==> config.mk <==
export PLATFORM = sky130hd
export DESIGN_NAME = pfx_adder
export DESIGN_NICKNAME = d
export VERILOG_FILES = /design/src/rtl/pfx_pkg.sv /design/src/rtl/pfx_bitgen.sv /design/src/rtl/pfx_tree_dense.sv /design/src/rtl/pfx_tree_sparse.sv /design/src/rtl/pfx_sumstage.sv /design/src/rtl/pfx_adder.sv
export SDC_FILE = /design/constraint.sdc
export NUM_CORES = 1
export LEC_CHECK = 0
export ABC_AREA = 1
export BUFFER_PORTS_ARGS = -buffer_cell sky130_fd_sc_hd__buf_2
export CORE_AREA = 8 8 78 63
export DETAILED_ROUTE_END_ITERATION = 8
export DIE_AREA = 0 0 86 71
export PLACE_DENSITY = 0.7
export SLEW_MARGIN = 20
export SYNTH_ARGS = -nofsm -noshare
export SYNTH_HDL_FRONTEND = slang
export SYNTH_SLANG_ARGS = --single-unit
==> constraint.sdc <==
create_clock -name clk -period 2.56 [get_ports clk]
set_input_delay 0.768 -clock clk [delete_from_list [all_inputs] [get_ports clk]]
set_output_delay 0.768 -clock clk [all_outputs]
set_load 0.005 [all_outputs]
==> src/rtl/pfx_pkg.sv <==
// Shared types and the combining operator for the prefix adder.
// Assumes callers always pass the more-significant span as 'hi'.
package pfx_pkg;

    // Tree shape selector.
    typedef enum logic [0:0] {
        TOPO_DENSE  = 1'b0,
        TOPO_SPARSE = 1'b1
    } topo_e;

    // Group generate / propagate pair.
    typedef struct packed {
        logic g;
        logic p;
    } gp_t;

    // Merge a more-significant span (hi) with the adjacent lower span (lo).
    function automatic gp_t gp_merge(input gp_t hi, input gp_t lo);
        gp_t r;
        r.g = hi.g | (hi.p & lo.g);
        r.p = hi.p & lo.p;
        return r;
    endfunction

endpackage

==> src/rtl/pfx_bitgen.sv <==
// Per-bit generate/propagate formation.
// The carry-in is folded into position 0, so the tree's group generate
// at bit i is the carry into bit i+1. The raw propagate goes to the sum stage.
module pfx_bitgen #(
    parameter int W = 16
) (
    input  logic [W-1:0] a,
    input  logic [W-1:0] b,
    input  logic         cin,
    output logic [W-1:0] prop,
    output logic [W-1:0] tree_g,
    output logic [W-1:0] tree_p
);

    logic [W-1:0] gen;

    // Raw per-bit generate and propagate.
    always_comb begin
        gen  = a & b;
        prop = a ^ b;
    end

    // Fold the carry-in into position 0; the other bits pass unchanged.
    always_comb begin
        tree_g    = gen;
        tree_p    = prop;
        tree_g[0] = gen[0] | (prop[0] & cin);
        tree_p[0] = 1'b0;
    end

endmodule

==> src/rtl/pfx_tree_dense.sv <==
// Minimum-depth prefix tree: log2(W) levels. On level l, every position
// i >= 2^l merges with position i - 2^l. Assumes W >= 2.
module pfx_tree_dense #(
    parameter int W = 16
) (
    input  logic [W-1:0] g_in,
    input  logic [W-1:0] p_in,
    output logic [W-1:0] grp_g
);
    import pfx_pkg::*;

    localparam int LV = $clog2(W);

    gp_t st [0:LV][W];

    // Level 0 loads the bit pairs.
    for (genvar i = 0; i < W; i++) begin : g_load
        assign st[0][i] = '{g: g_in[i], p: p_in[i]};
    end

    // Each level doubles the span covered at each position.
    for (genvar l = 0; l < LV; l++) begin : g_lvl
        localparam int D = 1 << l;
        for (genvar i = 0; i < W; i++) begin : g_pos
            if (i >= D) begin : g_cell
                assign st[l+1][i] = gp_merge(st[l][i], st[l][i-D]);
            end else begin : g_pass
                assign st[l+1][i] = st[l][i];
            end
        end
    end

    // The last level holds the full prefix at each position.
    for (genvar i = 0; i < W; i++) begin : g_out
        assign grp_g[i] = st[LV][i].g;
    end

endmodule

==> src/rtl/pfx_tree_sparse.sv <==
// Sparse prefix tree. The up-sweep builds aligned power-of-two spans at
// positions i with (i+1) a multiple of 2^(l+1). The down-sweep then
// completes the positions left partial, from large strides to small ones.
// Uses 2*log2(W)-1 stages. Assumes W >= 2.
module pfx_tree_sparse #(
    parameter int W = 16
) (
    input  logic [W-1:0] g_in,
    input  logic [W-1:0] p_in,
    output logic [W-1:0] grp_g
);
    import pfx_pkg::*;

    localparam int LV = $clog2(W);
    localparam int NS = 2 * LV - 1;

    gp_t st [0:NS][W];

    // Stage 0 loads the bit pairs.
    for (genvar i = 0; i < W; i++) begin : g_load
        assign st[0][i] = '{g: g_in[i], p: p_in[i]};
    end

    // Up-sweep: merge aligned blocks of width 2*D.
    for (genvar u = 0; u < LV; u++) begin : g_up
        localparam int D = 1 << u;
        for (genvar i = 0; i < W; i++) begin : g_pos
            if (((i + 1) % (2 * D)) == 0) begin : g_cell
                assign st[u+1][i] = gp_merge(st[u][i], st[u][i-D]);
            end else begin : g_pass
                assign st[u+1][i] = st[u][i];
            end
        end
    end

    // Down-sweep: extend each half-block midpoint with the full prefix below it.
    for (genvar j = 0; j < LV - 1; j++) begin : g_dn
        localparam int D = 1 << (LV - 2 - j);
        localparam int S = LV + j;
        for (genvar i = 0; i < W; i++) begin : g_pos
            if ((((i + 1) % (2 * D)) == D) && (i >= 2 * D)) begin : g_cell
                assign st[S+1][i] = gp_merge(st[S][i], st[S][i-D]);
            end else begin : g_pass
                assign st[S+1][i] = st[S][i];
            end
        end
    end

    // The final stage holds the full prefix at each position.
    for (genvar i = 0; i < W; i++) begin : g_out
        assign grp_g[i] = st[NS][i].g;
    end

endmodule

==> src/rtl/pfx_sumstage.sv <==
// Sum formation and the optional output register.
// Assumes grp_g[i] is the carry into bit i+1, with the carry-in already folded.
module pfx_sumstage #(
    parameter int W       = 16,
    parameter bit OUT_REG = 1'b1
) (
    input  logic         clk,
    input  logic         rst_n,
    input  logic         cin,
    input  logic [W-1:0] prop,
    input  logic [W-1:0] grp_g,
    output logic [W-1:0] sum,
    output logic         cout
);

    logic [W-1:0] carry;
    logic [W-1:0] sum_c;

    // Carry into each bit: cin at bit 0, the lower prefix elsewhere.
    always_comb begin
        carry = {grp_g[W-2:0], cin};
        sum_c = prop ^ carry;
    end

    if (OUT_REG) begin : g_reg
        // Register the result; the synchronous reset clears it.
        always_ff @(posedge clk) begin
            if (!rst_n) begin
                sum  <= '0;
                cout <= 1'b0;
            end else begin
                sum  <= sum_c;
                cout <= grp_g[W-1];
            end
        end
    end else begin : g_comb
        // Drive the result straight through.
        always_comb begin
            sum  = sum_c;
            cout = grp_g[W-1];
        end
    end

endmodule

==> src/rtl/pfx_adder.sv <==
// Parallel prefix adder top. TOPO picks the tree shape, and OUT_REG adds
// an output register. Operands are unsigned, and W must be at least 2.
module pfx_adder #(
    parameter int            W       = 16,
    parameter pfx_pkg::topo_e TOPO   = pfx_pkg::TOPO_DENSE,
    parameter bit            OUT_REG = 1'b1
) (
    input  logic         clk,
    input  logic         rst_n,
    input  logic [W-1:0] a,
    input  logic [W-1:0] b,
    input  logic         cin,
    output logic [W-1:0] sum,
    output logic         cout
);

    logic [W-1:0] prop;
    logic [W-1:0] tree_g;
    logic [W-1:0] tree_p;
    logic [W-1:0] grp_g;

    pfx_bitgen #(.W(W)) u_bitgen (
        .a      (a),
        .b      (b),
        .cin    (cin),
        .prop   (prop),
        .tree_g (tree_g),
        .tree_p (tree_p)
    );

    if (TOPO == pfx_pkg::TOPO_SPARSE) begin : g_sparse
        pfx_tree_sparse #(.W(W)) u_tree (
            .g_in  (tree_g),
            .p_in  (tree_p),
            .grp_g (grp_g)
        );
    end else begin : g_dense
        pfx_tree_dense #(.W(W)) u_tree (
            .g_in  (tree_g),
            .p_in  (tree_p),
            .grp_g (grp_g)
        );
    end

    pfx_sumstage #(.W(W), .OUT_REG(OUT_REG)) u_sum (
        .clk   (clk),
        .rst_n (rst_n),
        .cin   (cin),
        .prop  (prop),
        .grp_g (grp_g),
        .sum   (sum),
        .cout  (cout)
    );

endmodule

Word-level counts from Yosys, hierarchy flattened
Cells that the tools add are included.
Cells by class
  equal/unequal tests: 0
  div/mod/pow operators: 0
  mux-type cells: 0
  add/subtract/negate cells: 0
  multipliers: 0
  reductions and logical operators: 0
  bitwise operators: 137
  shift operators: 0
  magnitude comparators: 0
Operators by type and width (number)
  AND 1 bit: 84
  bitwise OR 1 bit: 50
  XOR 16 bit: 2
  AND 16 bit: 1
Storage, ports and cells
  input port bits: 35
  memories kept: 0
  logic and storage cells: 139
  output and inout bits: 17
  register bits: 17
  latch bits: 0
  memory bits (read-only): 0
  RAM bits: 0

Longest topological paths before layout
Gate-level depths: netlist of run 1.
  word-level depth: 11
  gate-level depth with buffers: 11
  mapped depth without buffers: 11

Cells and area by module
A second synthesis of run 1 with hierarchy kept.
Unflattened totals
  cells, all modules: 263
  area total of the unflattened synthesis: 1565.3 sq um
Modules (own cells, without submodules)
  pfx_sumstage: times used 1, area each 641.9 sq um, cells each 85, seq. area each 340.3 sq um
  pfx_tree_dense: times used 1, area each 588.1 sq um, cells each 142, seq. area each 0.0 sq um
  pfx_bitgen: times used 1, area each 335.3 sq um, cells each 36, seq. area each 0.0 sq um

Worst setup path before layout of run 1
OpenSTA, ideal clock, no wires.
  path type: in2reg
  from: input port a[0]
  to: register u_sum.cout
  slack: 433 ps
  setup time: 114 ps
  stages on the path: 10
  required time: 2446 ps
  arrival: 2013 ps
  cells stage by stage: fa_1 inv_1 fa_1 inv_1 nand3_1 nand3_1 nand2_1 nand3_2 a21oi_1 nor2_2
On the way
  word-level cells in the longest chain between the ends: 11
  elaborated cells between the ends (all ways): 12
  classes of those cells: bitwise: 12
Ends and longest elaborated chain
  from (decl): line pfx_adder.sv:10  | input logic [W-1:0] a,
  XOR 16 bit: line pfx_bitgen.sv:20  | prop = a ^ b;
  AND 1 bit: line pfx_bitgen.sv:27  | tree_g[0] = gen[0] | (prop[0] & cin);
  bitwise OR 1 bit (*): line pfx_bitgen.sv:27
  AND 1 bit (*): line pfx_pkg.sv:20  | r.g = hi.g | (hi.p & lo.g);
  bitwise OR 1 bit (*): line pfx_pkg.sv:20
  AND 1 bit (*): line pfx_pkg.sv:20
  bitwise OR 1 bit (*): line pfx_pkg.sv:20
  AND 1 bit (*): line pfx_pkg.sv:20
  bitwise OR 1 bit (*): line pfx_pkg.sv:20
  AND 1 bit (*): line pfx_pkg.sv:20
  bitwise OR 1 bit (*): line pfx_pkg.sv:20
  to (signal assigned): line pfx_sumstage.sv:33  | cout <= grp_g[W-1];
  to (decl): line pfx_sumstage.sv:13  | output logic cout
Every way passes the cells marked *; elsewhere a longest branch is shown, timed or not.
A chain may end at the register's enable or synchronous reset.

Worst setup path after layout of run 1
Ends and elaborated chain as after synthesis.

==> summary.txt, run 1 <==
Clock Path Buffers = 2
Area grow syn2layout = 25.3%
Final setup viols = 0
Final HPWL DP = 2.95 mm
Slew headroom = 80.9%
Pwr Density = 451 nW/um^2
CTS tree = built
Post-CTS Setup Bufs = 0
ANT cells = 0
Unique cell type count in the Yosys netlist = 22
Die ar. = 6110 um^2
Post-synthesis register bit count = 17
CTS buffer count = 3
Setup ws final = 0.448 ns
Vias = 1442
Post-route minimum period = 2.11 ns
Dpl cell area = 1730 um^2
Kind of cell adding the most delay to the critical path = adder cells
Final layout net count = 336
First-pass detailed-route iteration total = 4
First-pass GRT wire length = 5.89 mm
Vias in the first global route = 1368
H-tree Lvls = 1
Wire per inst = 10.2 um
Period Utilization, post-route = 82.5%
Leading cell type in the layout, fill and taps excluded = nand2_1
Initial Utilization = 37.6%
Final hold viol count = 0
Clk slew on worst S/H paths = 0.07 ns
Synth area leader = dfxtp_1
Syn Inst Count = 229
Syn Area/Cell = 6.21 um^2
Crit Path Class = in2reg
Status = finished clean
Die width = 86 um
Dominant cells by area after synthesis = dfxtp_1 24%, nand2_1 20%, ha_1 13%
Antenna violations before repair = 0
Worst setup EP type = flop
Clk root buf = clkbuf_8
Number of port buffers = 51
CP cell instances = buf_2 -> fa_1 -> inv_1 -> fa_1 -> inv_1 -> nand3_1 -> nand3_1 -> nand2_1 -> nand3_2 -> a21oi_1 -> nor2_2
Antenna Violating Nets Remaining = 0
Via-per-instance ratio = 4.27
Critical Path AT = 2.27 ns
Unrepaired setup endpoints after global routing = false
Setup TNS Final = 0 ns
Fmax = 473 MHz
Worst path max stage delay = 0.43 ns
Placement Setup Slack = 0.177 ns
Hold-fix buffers, CTS = 0
Slew @ Worst Pin = 0.287 ns
Sequential area share after synthesis = 23.9%
Row cnt = 20
GRT Overall Usage = 11.8%
Startpoint types = input port
Die height = 71 um
Core area = 3780 um^2
Post_cts resized = 0
Worst Path Buf+Inv = 3
VDD IR max = 0.000239 V
Post-Syn Nets = 281
# fillers = 407
Initial detailed-routing violation count = 42
CTS Sinks = 17
Placer's final routability congestion estimate = 0.806
Most frequent cells in the layout = 75 x nand2_1, 51 x buf_2, 42 x inv_1
Leakage = 0.00111 uW
Max-cap viol count = 0
Max FO, Critical Path = 4
Post-Route WL = 3.46 mm
Slew Limit Fails = 0
Largest net degree at the start of global routing = 17
Layout cells sized above 1 = 26.5%
Synth top area share = 23.9%
Worst EP required = 2.72 ns
Min-delay worst type = in2reg
Remaining Overflow, GRT = 0
Syn Std Cell Area = 1420 um^2
Critical Path Slowest Stage Cell = fa_1
Design Area, Final = 1780 um^2
I/O pin count = 52
Number of remaining DRC errors = 0
Synth warn = 0
-- layout make-up --
type / instances / area [um^2] / share of cell area (%)
multi-input combinational: 163 / 890 / 50.0
sequential: 17 / 340 / 19.1
timing repair buffer: 51 / 255 / 14.3
inverter: 48 / 180 / 10.1
tap: 55 / 68.8 / 3.87
clock buffer: 3 / 41.3 / 2.32
clock inverter: 1 / 5.00 / 0.281
-- sequential cells by signal, indices dropped and copies added (netlist names) --
register,count
u_sum.cout,1
u_sum.sum,16
-- per-stage QoR --
| step | hold slack (ns) | util [%] | std cells | power, uW |
|---|---|---|---|---|
| finish | 0.881 | 47.1 | 338 | 803 |
| global route | 0.890 | 47.1 | 338 | 873 |
| floorplan | 0.904 | - | 229 | 507 |
| detailed placement | 1.15 | 45.9 | 334 | 606 |
| global placement | 1.12 | 45.9 | 334 | 602 |
| CTS | 0.875 | 47.1 | 338 | 820 |
-- logic make-up after synthesis --
family / count (synthesis) / synth area share (%)
DFF: 17 / 23.9
and+or+nand+nor: 121 / 37.0
buffers and inverters: 49 / 13.5
adders and majority gates: 17 / 16.0
AOI/OAI and AO/OA: 25 / 9.60
-- power by group --
group	switching, uW	internal [uW]
clock	97.6	108
sequential	7.01	295
combinational	173	122
-- cell usage after synthesis (all sizes together) --
master and instances:
nand2 82, inv 48, nor2 21, a21oi 18, dfxtp 17, ha 15, nand3 10, o21ai 7
nor3 3, and2 2, fa 2, buf 1, nand3b 1, nand4 1, or2 1
-- path summary, 6_finish.rpt --
check             cells past startpoint  start  slack (ns)                      end
setup / recovery                     11   a[0]        0.45    u_sum.cout$_SDFF_PN0_
hold / removal                        3  rst_n        0.88  u_sum.sum[0]$_SDFF_PN0_
-- per-layer routing --
metal	up-vias	global-route usage [%]	part of all wire (%)
li1	805	-	-
met5	-	0	0
met4	0	2.33	0.35
met2	36	18.7	44
met1	599	14.6	48
met3	2	4.63	7.3
(Power assumes the default switching activity.)
==> run 2: changes to the inputs <==
Settings changed: PLACE_DENSITY 0.7 to 0.72.
Clock period 2.56 ns to 1.7 ns, I/O delays scaled along.
==> run 2 against run 1 <==
  * Highest routed layer unchanged
  * Sequential power is 51% higher
  * Die area unchanged
  * Routed wire length up 1.1%
  * Cell area grew 9.1%
  * Hold slack worse by 0.26 ns
  * Count of clock-buffer cells in the layout did not move
  * Combinational power increased by 75%
  * Sequential share of layout area is 1.6 points lower
  * Power up 58%
==> summary.txt, run 2 (same netlist as run 1, synthesis figures left out) <==
Status = finished clean
GRT Overall Usage = 11.9%
Clock Path Buffers = 2
Placement Setup Slack = -0.269 ns
Worst setup EP type = flop
Slew Limit Fails = 0
Clk root buf = clkbuf_8
Multi-input logic area = 926 um^2
Number of port buffers = 51
Die height = 71 um
Antenna violations before repair = 0
First-pass detailed-route iteration total = 4
Initial Utilization = 37.6%
Pwr Density = 653 nW/um^2
Die width = 86 um
CTS tree = built
Worst EP required = 1.85 ns
Die ar. = 6110 um^2
Placer's final routability congestion estimate = 0.881
Max FO, Critical Path = 3
Top Registers = u_sum.sum: 16 flops, u_sum.cout: 1 flops
Max reg flops = 16
Startpoint types = input port
Final setup viols = 0
Final layout net count = 352
Post-CTS Setup Bufs = 0
I/O pin count = 52
# fillers = 386
H-tree Lvls = 1
Post-Route WL = 3.50 mm
VDD IR max = 0.000313 V
Leakage = 0.00119 uW
Initial detailed-routing violation count = 50
Slew headroom = 80.4%
Design Area, Final = 1940 um^2
Post-route minimum period = 1.66 ns
Core area = 3780 um^2
Final hold viol count = 0
Vias = 1491
Dpl cell area = 1870 um^2
Layout cells sized above 1 = 34.1%
Area grow syn2layout = 36.7%
Biggest register = u_sum.sum
Critical Path AT = 1.80 ns
Remaining Overflow, GRT = 0
Wire per inst = 9.88 um
Crit Path Class = in2reg
Vias in the first global route = 1482
Cells after DPL = 350
Leading cell type in the layout, fill and taps excluded = nand2_1
Largest net degree at the start of global routing = 17
Antenna Violating Nets Remaining = 0
Setup ws final = 0.0445 ns
Row cnt = 20
Slew @ Worst Pin = 0.294 ns
Final non-filler cell total = 354
Fmax = 604 MHz
ANT cells = 0
CTS buffer count = 3
Via-per-instance ratio = 4.21
Min-delay worst type = in2reg
Number of remaining DRC errors = 0
Max-cap viol count = 0
Seq. cell area = 340 um^2
Most frequent cells in the layout = 71 x nand2_1, 50 x buf_2, 40 x inv_1
Clk slew on worst S/H paths = 0.07 ns
First-pass GRT wire length = 5.95 mm
Unrepaired setup endpoints after global routing = true
Final HPWL DP = 2.99 mm
Period Utilization, post-route = 97.4%
CTS Sinks = 17
## run 2: path summary, 6_finish.rpt
| path | slack (ns) | from | end | cells after the start |
|---|---|---|---|---|
| setup / recovery | 0.04 | a[0] | u_sum.cout$_SDFF_PN0_ | 11 |
| hold / removal | 0.62 | rst_n | u_sum.sum[11]$_SDFF_PN0_ | 3 |
## run 2: layout make-up
cell class | instances | share of cell area [%]
multi-input combinational | 163 | 47.6
timing repair buffer | 67 | 19.6
sequential | 17 | 17.5
inverter | 48 | 9.27
tap | 55 | 3.54
clock buffer | 3 | 2.12
clock inverter | 1 | 0.258
## run 2: timing repair
action,CTS,global route
gates resized for setup,0,6
hold buffers,0,0
endpoints found under the setup margin,0,5
## run 2: per-layer routing
metal,share of wire [%],track usage (%)
met5,0,0
met4,1.7,4.46
met3,5.6,3.94
met2,48,21.2
met1,44,12.7
## run 2: report_power, final
group | leakage [uW] | internal (uW) | switching, uW
Combinational | 0.00102 | 236 | 279
Clock | 0.0000255 | 163 | 136
Sequential | 0.000142 | 445 | 9.86
Total | 0.00119 | 843 | 425
## run 2: worst max-delay path: stages
cell and delay, ns:
buf_6 0.09, fa_2 0.39, inv_2 0.06, fa_2 0.21, inv_2 0.05, nand3_2 0.05
nand3_2 0.09, nand2_2 0.10, nand3_4 0.07, a21oi_2 0.14, nor2_2 0.04
## run 2: metrics by stage
step / setup TNS [ns] / hold slack, ns / power [uW] / utilization [%]
global placement: -1.26 / 0.889 / 966 / 49.6
CTS: 0 / 0.616 / 1280 / 50.8
finish: 0 / 0.624 / 1270 / 51.4
floorplan: -0.119 / 0.648 / 771 / -
detailed placement: -1.60 / 0.885 / 970 / 49.6
global route: -0.128 / 0.649 / 1380 / 51.4
==> run 3: changes to the inputs <==
Settings changed: REMOVE_ABC_BUFFERS from default to 1.
==> run 3 against run 2 <==
  * Cell area shrank 0.84%
  * Core utilization decreased by 0.43 points
  * Combinational power decreased by 1%
  * Sequential share of layout area grew 0.15 points
  * Sequential cell count unchanged
  * Clock power increased by 6.7%
==> summary.txt, run 3 (same netlist as run 1, synthesis figures left out) <==
Worst Path Buf+Inv = 3
CP dominant cell by count = nand3_2
Crit path depth = 11
CP cell instances = buf_6 -> fa_2 -> inv_2 -> fa_2 -> inv_2 -> nand3_2 -> nand3_2 -> nand2_1 -> nand3_2 -> a21oi_2 -> nor2_2
ANT cells = 0
Final hold viol count = 0
Row cnt = 20
Placer's final routability congestion estimate = 0.844
Remaining Overflow, GRT = 0
H-tree Lvls = 1
Leakage = 0.00118 uW
Kind of cell adding the most delay to the critical path = adder cells
Biggest register = u_sum.sum
Most frequent cells in the layout = 74 x nand2_1, 50 x buf_2, 40 x inv_1
VDD IR max = 0.000310 V
I/O pin count = 52
Hold_sp = rst_n
Core area = 3780 um^2
Antenna Violating Nets Remaining = 0
Antenna violations before repair = 0
Status = finished clean
Slew headroom = 80.0%
Die ar. = 6110 um^2
Layout cells sized above 1 = 32.8%
Critical Path AT = 1.79 ns
Clock Path Buffers = 2
Slew Limit Fails = 0
Post-Route WL = 3.58 mm
Initial detailed-routing violation count = 67
CTS buffer count = 3
CTS Sinks = 17
Startpoint types = input port
First-pass detailed-route iteration total = 4
Via-per-instance ratio = 4.30
Die height = 71 um
Pwr Total = 1290 uW
Post-route minimum period = 1.64 ns
Worst path max stage delay = 0.39 ns
Hold depth = 3
Number of remaining DRC errors = 0
Die width = 86 um
Max FO, Critical Path = 3
Vias = 1523
Worst EP required = 1.86 ns
Final setup viols = 0
Period Utilization, post-route = 96.4%
Pwr Density = 667 nW/um^2
Max reg flops = 16
Unrepaired setup endpoints after global routing = true
Clk slew on worst S/H paths = 0.07 ns
Vias in the first global route = 1404
Crit Path Class = in2reg
Critical path launch point = cin
Number of port buffers = 51
Clk root buf = clkbuf_8
# fillers = 382
First-pass GRT wire length = 5.95 mm
Slew @ Worst Pin = 0.300 ns
Worst setup EP type = flop
Fmax = 610 MHz
Hold-fix buffers, CTS = 0
GRT Overall Usage = 11.8%
Initial Utilization = 37.6%
Leading cell type in the layout, fill and taps excluded = nand2_1
CTS tree = built
Final HPWL DP = 2.97 mm
Max-cap viol count = 0
Min-delay worst type = in2reg
Top Registers = u_sum.sum: 16 flops, u_sum.cout: 1 flops
Largest net degree at the start of global routing = 17
Hold slack = 0.625 ns
Area grow syn2layout = 35.6%
Final layout net count = 352
Critical Path Slowest Stage Cell = fa_2
Wire per inst = 10.1 um
run 3: cell types whose count changed in the layout (fill, tap and decap cells not counted), sizes merged:
cell / change
clkinv: -1
clkbuf: +1
run 3: metrics by stage:
stage	TNS (ns)	cells	cell area (um^2)	utilization, %	setup WS, ns
floorplan	-0.468	228	1410	-	-0.169
global placement	-2.29	349	1850	48.9	-0.339
detailed placement	-2.77	349	1850	48.9	-0.386
CTS	0	353	1910	50.4	0.00179
global route	-0.179	354	1930	51.0	-0.0814
finish	0	354	1930	51.0	0.0616
run 3: final cells by class:
cell class                      count  area, um^2  share of cell area (%)
Clock buffer                        4        45.0                    2.34
Sequential cell                    17         340                    17.7
Timing Repair Buffer               67         382                    19.8
Inverter                           48         180                    9.35
Tap cell                           55        68.8                    3.57
Multi-Input combinational cell    163         911                    47.3
run 3: path summary, 6_finish.rpt:
path / endpoint / slack (ns)
setup / recovery: u_sum.cout$_SDFF_PN0_ / 0.06
hold / removal: u_sum.sum[13]$_SDFF_PN0_ / 0.63
run 3: repair_timing:
action	CTS	global route
resized for setup	5	4
setup endpoints to repair	6	7
pin swaps	1	5
buffers inserted	0	1
run 3: worst min-delay path, delay by kind of cell:
family        cells  cell delay (ns)
buf+inv           1             0.20
simple gates      2             0.13
run 3: power breakdown:
group	switching, uW	internal (uW)
combinational	277	233
sequential	11.6	445
clock	152	167
total	441	845
run 3: metal layers:
| layer | routed length (um) | track usage (%) |
|---|---|---|
| met2 | 1630 | 19.9 |
| met1 | 1710 | 14.0 |
| met5 | 0 | 0 |
| met4 | 45 | 4.65 |
| met3 | 187 | 2.89 |
